**config.mk**
```make
export PLATFORM = sky130hd
export DESIGN_NAME = watchdog_window
export DESIGN_NICKNAME = d
export VERILOG_FILES = /design/src/rtl/wdt_pkg.sv /design/src/rtl/wdt_ctrl.sv /design/src/rtl/wdt_datapath.sv /design/src/rtl/watchdog_window.sv
export SDC_FILE = /design/constraint.sdc
export NUM_CORES = 1
export LEC_CHECK = 0
export BUFFER_PORTS_ARGS = -buffer_cell sky130_fd_sc_hd__buf_2
export CELL_PAD_IN_SITES_DETAIL_PLACEMENT = 1
export CELL_PAD_IN_SITES_GLOBAL_PLACEMENT = 1
export CORE_ASPECT_RATIO = 1.75
export CORE_MARGIN = 2
export CORE_UTILIZATION = 39
export CTS_BUF_LIST = sky130_fd_sc_hd__clkbuf_16
export DETAILED_ROUTE_END_ITERATION = 12
export HOLD_SLACK_MARGIN = 0.06
export PLACE_DENSITY = 0.84
export RECOVER_POWER = 25
export SYNTH_ARGS = -nofsm -noshare
export SYNTH_HDL_FRONTEND = slang
export SYNTH_SLANG_ARGS = --single-unit
```
**constraint.sdc**
```tcl
create_clock -name clk -period 2.95 [get_ports clk]
set_input_delay 0.59 -clock clk [delete_from_list [all_inputs] [get_ports clk]]
set_output_delay 0.59 -clock clk [all_outputs]
set_load 0.05 [all_outputs]
```
**src/rtl/wdt_pkg.sv**
```systemverilog
package wdt_pkg;

  localparam logic [1:0] ADDR_MODE = 2'd0;
  localparam logic [1:0] ADDR_CTRL = 2'd1;
  localparam logic [1:0] ADDR_STAT = 2'd2;

  // Strobes from control to datapath, valid for one clk cycle.
  typedef struct packed {
    logic tick;      // step the counter
    logic reload;    // load reloadVal (mode write or in-window restart)
    logic winFault;  // keyed restart outside the window
    logic clrFlags;  // status read
  } wdtStrobe_t;

endpackage

```
**src/rtl/wdt_ctrl.sv**
```systemverilog
module wdt_ctrl
  import wdt_pkg::*;
#(
  parameter int CNT_W    = 12,
  parameter int PRESCALE = 128,
  parameter int DATA_W   = 32,
  parameter logic [7:0] KEY = 8'hA5
) (
  input  logic              clk,
  input  logic              rstN,
  input  logic              slowClk,
  input  logic              dbgIn,
  input  logic              wrEn,
  input  logic              rdEn,
  input  logic [1:0]        addr,
  input  logic [DATA_W-1:0] wrData,
  input  logic [CNT_W-1:0]  count,
  input  logic              underflowFlag,
  input  logic              windowErrFlag,
  output logic [DATA_W-1:0] rdData,
  output wdtStrobe_t        strobe,
  output logic [CNT_W-1:0]  reloadVal,
  output logic              resetEn
);

  localparam int PRE_W     = (PRESCALE > 1) ? $clog2(PRESCALE) : 1;
  localparam int RSTEN_BIT = CNT_W;
  localparam int HALT_BIT  = CNT_W + 1;
  localparam int DIS_BIT   = CNT_W + 2;
  localparam int DELTA_LSB = DATA_W / 2;
  localparam int CNT_LSB   = DATA_W / 2;
  localparam logic [PRE_W-1:0] PRE_LAST = PRE_W'(PRESCALE - 1);

  // slow clock synchronizer and rising-edge detect
  logic [2:0] slowSync;
  logic       slowRise;

  always_ff @(posedge clk) begin
    if (!rstN) slowSync <= '0;
    else       slowSync <= {slowSync[1:0], slowClk};
  end
  assign slowRise = slowSync[1] & ~slowSync[2];

  // prescaler
  logic [PRE_W-1:0] presc;
  logic             prescWrap;

  assign prescWrap = slowRise && (presc == PRE_LAST);

  always_ff @(posedge clk) begin
    if (!rstN)         presc <= '0;
    else if (prescWrap) presc <= '0;
    else if (slowRise)  presc <= presc + 1'b1;
  end

  // write-once mode register
  logic [CNT_W-1:0] reloadReg;
  logic [CNT_W-1:0] deltaReg;
  logic             rstEnReg;
  logic             haltEnReg;
  logic             disReg;
  logic             locked;
  logic             modeWr;

  assign modeWr = wrEn && (addr == ADDR_MODE) && !locked;

  always_ff @(posedge clk) begin
    if (!rstN) begin
      reloadReg <= '1;
      deltaReg  <= '1;
      rstEnReg  <= 1'b1;
      haltEnReg <= 1'b0;
      disReg    <= 1'b0;
      locked    <= 1'b0;
    end else if (modeWr) begin
      reloadReg <= wrData[CNT_W-1:0];
      deltaReg  <= wrData[DELTA_LSB +: CNT_W];
      rstEnReg  <= wrData[RSTEN_BIT];
      haltEnReg <= wrData[HALT_BIT];
      disReg    <= wrData[DIS_BIT];
      locked    <= 1'b1;
    end
  end

  // keyed restart and window check
  logic keyedRestart;
  logic inWindow;

  assign keyedRestart = wrEn && (addr == ADDR_CTRL) && wrData[0]
                        && (wrData[DATA_W-1 -: 8] == KEY) && !disReg;
  assign inWindow     = (count <= deltaReg);

  always_comb begin
    strobe.tick     = prescWrap && !disReg && !(haltEnReg && dbgIn);
    strobe.reload   = modeWr || (keyedRestart && inWindow);
    strobe.winFault = keyedRestart && !inWindow;
    strobe.clrFlags = rdEn && (addr == ADDR_STAT);
  end

  assign reloadVal = modeWr ? wrData[CNT_W-1:0] : reloadReg;
  assign resetEn   = rstEnReg;

  // read mux
  always_comb begin
    rdData = '0;
    case (addr)
      ADDR_MODE: begin
        rdData[CNT_W-1:0]             = reloadReg;
        rdData[RSTEN_BIT]             = rstEnReg;
        rdData[HALT_BIT]              = haltEnReg;
        rdData[DIS_BIT]               = disReg;
        rdData[DELTA_LSB +: CNT_W]    = deltaReg;
      end
      ADDR_STAT: begin
        rdData[0]                     = underflowFlag;
        rdData[1]                     = windowErrFlag;
        rdData[CNT_LSB +: CNT_W]      = count;
      end
      default: rdData = '0;
    endcase
  end

  logic unusedWrBits;
  assign unusedWrBits = ^wrData;

  AST_MODE_LOCKED: assert property (@(posedge clk) disable iff (!rstN)
    locked |=> ($stable(reloadReg) && $stable(deltaReg) && $stable(disReg)));

  AST_DISABLED_NO_TICK: assert property (@(posedge clk) disable iff (!rstN)
    disReg |-> !strobe.tick);

  AST_HALT_NO_TICK: assert property (@(posedge clk) disable iff (!rstN)
    (haltEnReg && dbgIn) |-> !strobe.tick);

  AST_RESTART_EXCLUSIVE: assert property (@(posedge clk) disable iff (!rstN)
    strobe.winFault |-> !strobe.reload);

endmodule

```
**src/rtl/wdt_datapath.sv**
```systemverilog
module wdt_datapath
  import wdt_pkg::*;
#(
  parameter int CNT_W = 12
) (
  input  logic             clk,
  input  logic             rstN,
  input  wdtStrobe_t       strobe,
  input  logic [CNT_W-1:0] reloadVal,
  input  logic             resetEn,
  output logic [CNT_W-1:0] count,
  output logic             underflowFlag,
  output logic             windowErrFlag,
  output logic             wdtReset
);

  logic underflow;

  assign underflow = strobe.tick && !strobe.reload && (count == '0);

  always_ff @(posedge clk) begin
    if (!rstN)              count <= '1;
    else if (strobe.reload) count <= reloadVal;
    else if (underflow)     count <= reloadVal;
    else if (strobe.tick)   count <= count - 1'b1;
  end

  always_ff @(posedge clk) begin
    if (!rstN) begin
      underflowFlag <= 1'b0;
      windowErrFlag <= 1'b0;
      wdtReset      <= 1'b0;
    end else begin
      underflowFlag <= underflow       | (underflowFlag & ~strobe.clrFlags);
      windowErrFlag <= strobe.winFault | (windowErrFlag & ~strobe.clrFlags);
      wdtReset      <= resetEn & (underflow | strobe.winFault);
    end
  end

  AST_UNDERFLOW_FLAG: assert property (@(posedge clk) disable iff (!rstN)
    (strobe.tick && !strobe.reload && count == '0) |=> underflowFlag);

  AST_NO_PULSE_DISABLED: assert property (@(posedge clk) disable iff (!rstN)
    !resetEn |=> !wdtReset);

  AST_RELOAD_VALUE: assert property (@(posedge clk) disable iff (!rstN)
    strobe.reload |=> (count == $past(reloadVal)));

  AST_HOLD_BETWEEN_TICKS: assert property (@(posedge clk) disable iff (!rstN)
    (!strobe.tick && !strobe.reload) |=> $stable(count));

endmodule

```
**src/rtl/watchdog_window.sv**
```systemverilog
module watchdog_window
  import wdt_pkg::*;
#(
  parameter int CNT_W    = 12,
  parameter int PRESCALE = 128,
  parameter int DATA_W   = 32,
  parameter logic [7:0] KEY = 8'hA5
) (
  input  logic              clk,
  input  logic              rstN,
  input  logic              slowClk,
  input  logic              dbgIn,
  input  logic              wrEn,
  input  logic              rdEn,
  input  logic [1:0]        addr,
  input  logic [DATA_W-1:0] wrData,
  output logic [DATA_W-1:0] rdData,
  output logic              wdtReset,
  output logic              underflowFlag,
  output logic              windowErrFlag
);

  wdtStrobe_t       strobe;
  logic [CNT_W-1:0] count;
  logic [CNT_W-1:0] reloadVal;
  logic             resetEn;

  wdt_ctrl #(
    .CNT_W(CNT_W), .PRESCALE(PRESCALE), .DATA_W(DATA_W), .KEY(KEY)
  ) u_ctrl (
    .clk(clk), .rstN(rstN), .slowClk(slowClk), .dbgIn(dbgIn),
    .wrEn(wrEn), .rdEn(rdEn), .addr(addr), .wrData(wrData),
    .count(count), .underflowFlag(underflowFlag), .windowErrFlag(windowErrFlag),
    .rdData(rdData), .strobe(strobe), .reloadVal(reloadVal), .resetEn(resetEn)
  );

  wdt_datapath #(.CNT_W(CNT_W)) u_datapath (
    .clk(clk), .rstN(rstN), .strobe(strobe), .reloadVal(reloadVal),
    .resetEn(resetEn), .count(count), .underflowFlag(underflowFlag),
    .windowErrFlag(windowErrFlag), .wdtReset(wdtReset)
  );

endmodule

```
==> results.json <==
{
  "nNetsFinal": 485,
  "syn_area_sq_um": 2960,
  "vias": 2848,
  "insertion_delay_ns": 0.30,
  "p_comb_share_pct": 17.9,
  "post-route-drc-count": 0,
  "rsz0062_at_grt": "false",
  "drt-vias-per-instance": 5.48,
  "die_area_sq_um": 8340,
  "p_clk_share_pct": 41.0,
  "p_per_area_nw_per_um2": 517,
  "power.switching_uw": 516,
  "path_max_fanout": 11,
  "die_w_um": 69.9,
  "async_reset_ff_share_pct": 0,
  "critPathArrivalTime_ns": 2.87,
  "numClockSinks": 53,
  "grt_start_max_net_pins": 42,
  "endpoint_kind": "flop",
  "finalSetupViolCount": 0,
  "wl_per_cell_um": 16.6,
  "root_buffer": "clkbuf_16",
  "cts_buffers": 5,
  "period_minus_slack_ns": 2.68,
  "synth-seq-area-share_pct": 35.8,
  "layout-drive-gt1-share_pct": 20.8,
  "slowest_stage": "or4_1",
  "nFillCells": 956,
  "grt_pass1_vias": 3052,
  "clkTransAtPathRegs_ns": 0.07,
  "final-max-slew-violation-count": 0,
  "grt_pass1_wl_um": 14400,
  "n_antenna_cell": 0,
  "finalCritPeriodShare_pct": 90.8,
  "crit_chain": "ha_1, nand4b_1, or4_1, or4_4, o211ai_2, mux2_2",
  "internal_power_mw": 1.33,
  "finalClockSkew_ns": 0.00466,
  "syn-instance-count": 363,
  "grtUsageTotal_pct": 21.4,
  "status": "finished clean",
  "startpoint": "u_ctrl.presc[0]",
  "design.core.area_sq_um": 7460,
  "areaGrowthSynthToFinish_pct": 20.5,
  "cp.required_ns": 3.14,
  "swShare_pct": 28.0,
  "leakagePower_nw": 1.69,
  "slowest_delay_ns": 0.59,
  "max_freq_mhz": 373,
  "routed_wl_um": 8660,
  "yosysWarnings": 0,
  "postCtsSetupRepairBufs": 0,
  "holdBufCountCts": 0,
  "slew_headroom_pct": 40.8,
  "layout_commonest_cell": "buf_2",
  "synth_edf_count": 0,
  "fin_util_pct": 47.8,
  "layout_common_cells": "buf_2 (64), nand2_1 (54), dfxtp_1 (53), nor2_1 (28), inv_1 (26)",
  "synth_top_flop_cell": "dfxtp_1",
  "worst_pin_slew_ns": 0.888,
  "drt_pass1_iterations": 4,
  "dpl.hpwl_um": 6550,
  "startpoint_type": "flop",
  "ant_nets": 0,
  "path_class": "flop to flop",
  "p_seq_share_pct": 41.0,
  "fin_total_pwr_mw": 1.84,
  "cts_tree": "yes",
  "drv_cap": 0,
  "tns_ns": 0,
  "synth_cell_types": 49,
  "post_cts_resized": 0,
  "port_buffers": 68,
  "syn_avg_cell_area_sq_um": 8.16,
  "grt-ovfl-total": 0,
  "boundaryPins": 75,
  "hold_class": "flop to flop",
  "reg2reg_from": "u_ctrl.presc[0]",
  "ir_drop_v": 0.000390,
  "cts.htree.levels": 2,
  "antenna_found_initial": 0,
  "die_h_um": 119,
  "gp_congestion": 0.886,
  "ys_seq_elements": 53,
  "clock_path_buffers": 2,
  "hp-start": "u_ctrl.slowSync[0]",
  "hold_violations": 0,
  "drt-initial-drc-count": 56,
  "fin_hold_ws_ns": 0.453,
  "rows": 42,
  "start_util_pct": 39.7
}
## sequential cells by signal, summed over array words and instances, names as in the netlist
signal and cells:
u_ctrl.presc 7, u_ctrl.locked 1, u_ctrl.deltaReg 12, u_ctrl.haltEnReg 1, u_datapath.windowErrFlag 1, u_ctrl.reloadReg 12
u_datapath.underflowFlag 1, u_ctrl.slowSync 3, u_datapath.count 12, u_datapath.wdtReset 1, u_ctrl.resetEn 1, u_ctrl.disReg 1
## area by class of cell
type	count	area, sq um	share of cell area, %
clock buffer	5	125	3.51
inverter	26	97.6	2.73
tap	88	110	3.08
clock inverter	3	65.1	1.82
sequential	53	1060	29.7
timing repair buffer	80	419	11.7
multi-input combinational	265	1690	47.4
## power groups by stage
stage / Clock (mW) / Combinational [mW] / Sequential, mW
floorplan: 0 / 0.244 / 0.768
global placement: 0 / 0.324 / 0.772
detailed placement: 0 / 0.334 / 0.774
CTS: 0.771 / 0.337 / 0.757
global route: 0.789 / 0.360 / 0.760
finish: 0.757 / 0.331 / 0.757
## cell usage after synthesis, drive strengths merged (6+ instances only)
| cell type | n | area share (%) |
|---|---|---|
| nand3 | 15 | 2.5 |
| nor4 | 6 | 1.5 |
| clkbuf | 15 | 1.9 |
| nor2 | 28 | 3.5 |
| nand4 | 7 | 1.5 |
| dfxtp | 53 | 36 |
| a21oi | 11 | 1.9 |
| xnor2 | 8 | 2.4 |
| o211ai | 13 | 3.5 |
| inv | 26 | 3.3 |
| buf | 8 | 2.2 |
| ha | 14 | 5.9 |
| a32oi | 9 | 2.7 |
| and2 | 21 | 4.4 |
| nand2 | 54 | 6.8 |
| and3 | 6 | 1.3 |
| mux2i | 16 | 5.4 |
| o21ai | 10 | 1.7 |
## per-layer routing
metal	routed length [um]	GRT usage, %
met1	3350	23.6
met2	4750	39.1
met3	307	3.81
met4	251	9.62
met5	0	0
## logic make-up after synthesis
kind of cell             count (synthesis)  share of synthesized area (%)
AND/OR/NAND/NOR                        159                           27.5
AO/OA/AOI/OAI                           58                           13.9
flip-flops                              53                           35.8
buffers and inverters                   49                           7.39
multiplexers                            18                           6.17
adder cells (fa/ha/maj)                 14                           5.91
XOR/XNOR                                11                           3.25
other                                    1                          0.127
## per-stage QoR
stage	setup WS [ns]	instance area (sq um)	std cells
finish	0.272	3570	520
global route	0.140	3570	520
CTS	0.263	3600	520
detailed placement	0.280	3410	512
global placement	0.299	3410	512
floorplan	0.160	2980	367
## worst max-delay path, delay by kind of cell (launching register included)
kind | cells | cell delay [ns]
flops | 1 | 0.37
fa+ha+maj | 1 | 0.22
simple gates | 3 | 1.35
compound gates | 1 | 0.24
mux | 1 | 0.39
## worst paths after layout
check / to / slack (ns) / cells after the start
max: u_datapath.count[3] / 0.27 / 6
min: u_ctrl.slowSync[1] / 0.45 / 1
max reg2reg: u_datapath.count[3] / 0.27 / 6
min reg2reg: u_ctrl.slowSync[1] / 0.45 / 1
Note: power is estimated with default switching activity, not from simulation.
